===== src/rtl/pixgate_pkg.sv =====
package pixgate_pkg;

    localparam int PG_CH_W      = 11;
    localparam int PG_PH_W      = 13;
    localparam int PG_ALIGN_TOL = 4;

    typedef enum logic [1:0] {
        TM_PC  = 2'b00,
        TM_SD  = 2'b01,
        TM_HD  = 2'b10,
        TM_HDX = 2'b11
    } tmode_e;

    typedef enum logic [1:0] {
        FS_PIN  = 2'b00,
        FS_ZERO = 2'b01,
        FS_INT  = 2'b10
    } fid_src_e;

    typedef struct packed {
        logic     gate_en;
        logic     rgb;
        fid_src_e fid_src;
    } cfg_t;

    function automatic cfg_t pg_decode(input logic pin_is_en, input logic rgb, input tmode_e mode);
        cfg_t c;
        c.rgb = rgb;
        if (!pin_is_en) begin
            c.gate_en = 1'b0;
            c.fid_src = FS_PIN;
        end else if (mode == TM_PC) begin
            c.gate_en = 1'b1;
            c.fid_src = FS_ZERO;
        end else begin
            c.gate_en = 1'b0;
            c.fid_src = FS_INT;
        end
        return c;
    endfunction

endpackage


===== src/rtl/pixgate_fidgen.sv =====
module pixgate_fidgen #(
    parameter int PH_W      = pixgate_pkg::PG_PH_W,
    parameter int ALIGN_TOL = pixgate_pkg::PG_ALIGN_TOL
) (
    input  logic clk,
    input  logic rst,
    input  logic hs_i,
    input  logic vs_i,
    output logic fid_o
);
    localparam logic [PH_W-1:0] PH_MAX = {PH_W{1'b1}};
    localparam logic [PH_W-1:0] PH_TOL = PH_W'(ALIGN_TOL);

    logic            hs_d, vs_d, fid_q;
    logic            hs_rise, vs_rise;
    logic [PH_W-1:0] ph_q, ph_now;

    assign hs_rise = hs_i & ~hs_d;
    assign vs_rise = vs_i & ~vs_d;
    // distance in clocks from the latest HS rising edge
    assign ph_now  = hs_rise ? '0 : ph_q;

    always_ff @(posedge clk) begin
        if (rst) begin
            hs_d  <= 1'b0;
            vs_d  <= 1'b0;
            ph_q  <= PH_MAX;
            fid_q <= 1'b0;
        end else begin
            hs_d <= hs_i;
            vs_d <= vs_i;
            if (hs_rise)
                ph_q <= PH_W'(1);
            else if (ph_q != PH_MAX)
                ph_q <= ph_q + PH_W'(1);
            if (vs_rise)
                fid_q <= (ph_now > PH_TOL);
        end
    end

    assign fid_o = fid_q;
endmodule


===== src/rtl/pixgate_gate.sv =====
module pixgate_gate #(
    parameter int CH_W = pixgate_pkg::PG_CH_W,
    parameter int N_CH = 3
) (
    input  logic                      clk,
    input  logic                      rst,
    input  logic [N_CH-1:0][CH_W-1:0] pix_i,
    input  logic                      de_i,
    input  logic                      rgb_i,
    output logic [N_CH-1:0][CH_W-1:0] pix_o
);
    localparam logic [CH_W-1:0] LVL_MID = CH_W'(1) << (CH_W - 1);

    for (genvar g = 0; g < N_CH; g++) begin : g_ch
        logic [CH_W-1:0] blank, pix_q;
        // channel 0 is luma/green: bottom-of-range in both colour spaces
        if (g == 0) begin : g_luma
            assign blank = '0;
        end else begin : g_chroma
            assign blank = rgb_i ? '0 : LVL_MID;
        end
        always_ff @(posedge clk) begin
            if (rst)
                pix_q <= '0;
            else
                pix_q <= de_i ? pix_i[g] : blank;
        end
        assign pix_o[g] = pix_q;
    end
endmodule


===== src/rtl/pixgate_top.sv =====
module pixgate_top
    import pixgate_pkg::*;
#(
    parameter int CH_W      = PG_CH_W,
    parameter int PH_W      = PG_PH_W,
    parameter int ALIGN_TOL = PG_ALIGN_TOL
) (
    input  logic            clk,
    input  logic            rst,
    input  logic [CH_W-1:0] ch0_i,
    input  logic [CH_W-1:0] ch1_i,
    input  logic [CH_W-1:0] ch2_i,
    input  logic            fld_i,
    input  logic            pin_is_en_i,
    input  logic            rgb_i,
    input  logic [1:0]      tmode_i,
    input  logic            hs_i,
    input  logic            vs_i,
    output logic [CH_W-1:0] ch0_o,
    output logic [CH_W-1:0] ch1_o,
    output logic [CH_W-1:0] ch2_o,
    output logic            fid_o
);
    cfg_t                 cfg;
    logic                 de, fid_int, fid_next, fid_q;
    logic [2:0][CH_W-1:0] pix_in, pix_out;

    assign cfg    = pg_decode(pin_is_en_i, rgb_i, tmode_e'(tmode_i));
    assign de     = cfg.gate_en ? fld_i : 1'b1;
    assign pix_in = {ch2_i, ch1_i, ch0_i};

    pixgate_gate #(.CH_W(CH_W), .N_CH(3)) u_gate (
        .clk   (clk),
        .rst   (rst),
        .pix_i (pix_in),
        .de_i  (de),
        .rgb_i (cfg.rgb),
        .pix_o (pix_out)
    );

    pixgate_fidgen #(.PH_W(PH_W), .ALIGN_TOL(ALIGN_TOL)) u_fid (
        .clk   (clk),
        .rst   (rst),
        .hs_i  (hs_i),
        .vs_i  (vs_i),
        .fid_o (fid_int)
    );

    always_comb begin
        case (cfg.fid_src)
            FS_PIN:  fid_next = fld_i;
            FS_INT:  fid_next = fid_int;
            default: fid_next = 1'b0;
        endcase
    end

    // same single stage as the data path keeps field and pixels aligned
    always_ff @(posedge clk) begin
        if (rst)
            fid_q <= 1'b0;
        else
            fid_q <= fid_next;
    end

    assign ch0_o = pix_out[0];
    assign ch1_o = pix_out[1];
    assign ch2_o = pix_out[2];
    assign fid_o = fid_q;
endmodule


===== config.mk =====
export PLATFORM = sky130hd
export DESIGN_NAME = pixgate_top
export DESIGN_NICKNAME = d
export VERILOG_FILES = /design/src/rtl/pixgate_pkg.sv /design/src/rtl/pixgate_fidgen.sv /design/src/rtl/pixgate_gate.sv /design/src/rtl/pixgate_top.sv
export SDC_FILE = /design/constraint.sdc
export NUM_CORES = 1
export LEC_CHECK = 0
export ABC_AREA = 1
export BUFFER_PORTS_ARGS = -buffer_cell sky130_fd_sc_hd__buf_4
export CAP_MARGIN = 25
export CELL_PAD_IN_SITES_DETAIL_PLACEMENT = 0
export CELL_PAD_IN_SITES_GLOBAL_PLACEMENT = 1
export CORE_MARGIN = 4
export CORE_UTILIZATION = 25
export CTS_CLUSTER_SIZE = 40
export DETAILED_ROUTE_END_ITERATION = 16
export PLACE_DENSITY = 0.73
export SLEW_MARGIN = 30
export SYNTH_ARGS = -nofsm -noshare
export SYNTH_HDL_FRONTEND = slang
export SYNTH_HIERARCHICAL = 1
export SYNTH_SLANG_ARGS = --single-unit
export TNS_END_PERCENT = 5

===== constraint.sdc =====
create_clock -name clk -period 1.7 [get_ports clk]
set_clock_uncertainty 0.1 [all_clocks]
set_input_delay 0.17 -clock clk [delete_from_list [all_inputs] [get_ports clk]]
set_output_delay 0.17 -clock clk [all_outputs]
set_load 0.03 [all_outputs]

==> run_results.csv <==
group,metric,value,unit
status,outcome,"finished, final reports clean",
sta,layout_min_cycle_time,1.49,ns
logic_synthesis,yosys-top-cells-count,"dfxtp_1 (50), inv_1 (50), nand2_1 (36), nor2_1 (36), nand3_1 (23)",
routing,vias,1867,
clock_tree,cts.sinks,50,
sta,whs,0.0224,ns
clock_tree,cts_root_buf,"clkbuf_8",
logic_synthesis,synth-xor-area-share,0,%
cells_and_area,diodes,0,
sta,setup_violations,0,
clock_tree,post-cts-setup-buffers,0,
logic_synthesis,synth_top_family_by_area,"simple AND/OR/NAND/NOR gates",
critical_path,slowest_delay,0.39,ns
clock_tree,max-clock-path-buffers,2,
power_and_ir_drop,leakage,1.63,nW
sta,max_freq,672,MHz
clock_tree,hold_buffers,37,
power_and_ir_drop,p_per_area,896,mW/mm^2
clock_tree,cts_tree,"built",
critical_path,cp.arrival,1.56,ns
routing,first_iter_violations,53,
critical_path,cp_slowest_cell,"dfxtp_1",
logic_synthesis,synth_cell_types,25,
grt,groute.usage.overall,11.5,%
grt,grt_pass1_vias,1908,
floorplanning,initial_core_util,26.2,%
logic_synthesis,ys_ff_latch,50,
logic_synthesis,synth_nets,289,
clock_tree,cts_resized,0,
floorplanning,rows,31,
placed_design,placed_cells,420,
cells_and_area,nets,408,
critical_path,start_kind,"flip-flop",
placed_design,io_buffers,75,
logic_synthesis,synthesis.area,0.00194,mm^2
sta,final-max-slew-violation-count,0,
floorplanning,coreArea,0.00741,mm^2
grt,overflow,0,
cells_and_area,drive_gt1_share,30.3,%
cells_and_area,ff_latch_area,0.00100,mm^2
grt,grt_first_pass_wirelength,8.41,mm
critical_path,crit_path_max_fanout,4,
logic_synthesis,synth_top_area_share,51.5,%
floorplanning,dieArea,0.00924,mm^2
critical_path,end_kind,"flip-flop",
power_and_ir_drop,ir_drop,0.000590,V
critical_path,reg2reg_depth,7,
logic_synthesis,synth-seq-area-share,51.5,%
logic_synthesis,avgSynthCellArea,7.89,um^2
critical_path,regToRegStartpoint,"u_fid/ph_q[1]",
cells_and_area,fill_cells,735,
floorplanning,ios,76,
sta,maxSlewHeadroom,70.4,%
logic_synthesis,yosysTopAreaCell,"dfxtp_1",
logic_synthesis,synth_compound_area_share,3.29,%
hold_path,hold_path.startpoint,"rgb_i",
clock_tree,insertion_delay,0.30,ns
sta,fin_crit_sh,87.5,%
placed_design,hpwl,3.60,mm
logic_synthesis,syn_inst,246,
cells_and_area,final_cells,465,
logic_synthesis,ys_async_sr_fraction,0,%
critical_path,r2r_slack,0.21,ns
sta,hold_viol_final,0,
flow_run,drv_cap,0,
grt,grt_start_max_net_pins,22,
logic_synthesis,synth_adder_area_share,0.644,%
sta,fin_tns_setup,0,ns
logic_synthesis,yosys.area_share.simple,32.0,%
hold_path,whs_path_depth,4,
floorplanning,fp.dieH,96.1,um
critical_path,crit_required,1.78,ns
routing,drc_errors,0,
critical_path,r2r-end,"u_fid/ph_q[1]",
hold_path,whs_endpoint,"u_gate/g_ch[2].pix_q[10]",
logic_synthesis,synth_top_flop_cell,"dfxtp_1",
logic_synthesis,synth_edf_count,0,
logic_synthesis,synth.area.mux_share,0,%
routing,first_pass_iters,4,
hold_path,hold_class,"in -> reg",
routing,wl,5.00,mm
critical_path,path_class,"reg -> reg",
clock_tree,ctsHtreeMaxLevel,2,
logic_synthesis,synthTopCellsByArea,"dfxtp_1 (52%), inv_1 (9.7%), nand2_1 (7.0%)",
placed_design,gp_congestion,0.809,
cells_and_area,area_growth,60.3,%
cells_and_area,post-route-util,42.0,%
routing,ant_nets,0,
clock_tree,cts_made_buffers,5,
logic_synthesis,ys.warnings.count,6,
grt,antenna_found_initial,0,
routing,vias_per_cell,4.02,
sta,rsz0062_at_grt,"no",
sta,tightestPinTransition,0.443,ns
routing,wire_per_inst,10.8,um
floorplanning,die_w,96.1,um
critical_path,crit_path_cell_trace,"ha_1, nand2_2, nor2_8, nand2_4, nor2_4, nand3b_1, nand3_1",
cells_and_area,multi_input_comb_area,697,um^2
clock_tree,clk_transition_reported_paths,0.10,ns
[final cells by class]
| type | instances | share of cell area (%) |
|---|---|---|
| well taps | 99 | 3.98 |
| clock inverters | 3 | 1.57 |
| multi-input cells | 137 | 22.4 |
| repair buffers | 117 | 31.2 |
| flip-flops and latches | 50 | 32.2 |
| clock buffers | 5 | 2.21 |
| inverters | 54 | 6.51 |
[cell families after synthesis]
group,Yosys count
AND/OR/NAND/NOR,125
buffers and inverters,59
flip-flops,50
AO/OA/AOI/OAI,11
adder cells (fa/ha/maj),1
[per-layer routing]
layer  GRT usage [%]  vias up  routed length, um  share of wire [%]
met5               0        -                  0                  0
met4            3.20        0                 67                1.3
met3            6.25        7                625                 13
met2            18.2       69               2250                 45
met1            13.5      817               2060                 41
li1                -      974                  -                  -
[cell usage in the layout, fill, tap and decap left out, types with 2 or more instances in the layout]
master / n
a21oi_1: 4
buf_4: 80
clkbuf_8: 5
clkinv_1: 3
dfxtp_1: 50
dlygate4sd3_1: 37
inv_1: 50
nand2_1: 36
nand2_2: 3
nand3_1: 23
nand3b_1: 2
nand4_1: 4
nor2_1: 36
nor2_2: 13
nor2_4: 2
nor3_1: 2
o21ai_0: 4
[critical path: cells and delay by family (launching register included)]
kind                     cells  cell delay (ns)
adder cells (fa/ha/maj)      1             0.20
flip-flops                   1             0.39
AND/OR/NAND/NOR              6             0.69
[per-stage QoR]
step | total power [W] | worst slack [ns] | cell area, um^2
5_1_grt | 0.00296 | 0.0670 | 3110
4_1_cts | 0.00283 | 0.210 | 3110
3_3_place_gp | 0.00188 | 0.264 | 2630
2_1_floorplan | 0.00167 | 0.236 | 1940
3_5_place_dp | 0.00188 | 0.240 | 2630
6_report | 0.00279 | 0.213 | 3110
[power by group]
part	leakage, nW	switching [W]	internal [W]
Sequential	0.417	0.0000492	0.00125
Combinational	1.16	0.000340	0.000278
Clock	0.0563	0.000420	0.000449
Total	1.63	0.000809	0.00198
[how the worst max path moves through the flow]
stage / from / cells past startpoint / to / slack, ns
after global routing: u_fid/ph_q[1] / 7 / u_fid/ph_q[1] / 0.07
after floorplan: u_fid/ph_q[0] / 7 / u_fid/ph_q[1] / 0.24
after global placement: u_fid/ph_q[1] / 7 / u_fid/ph_q[1] / 0.26
after detailed placement: u_fid/ph_q[1] / 7 / u_fid/ph_q[1] / 0.24
final: u_fid/ph_q[1] / 7 / u_fid/ph_q[1] / 0.21
after CTS: u_fid/ph_q[1] / 7 / u_fid/ph_q[1] / 0.21
[state kept, by name, indices dropped and copies added (netlist names)]
signal	cells
u_fid/hs_d	1
u_fid/ph_q	13
u_fid/vs_d	1
u_fid/fid_o	1
fid_o	1
u_gate/g_ch.pix_q	33
(Power assumes the default switching activity.)
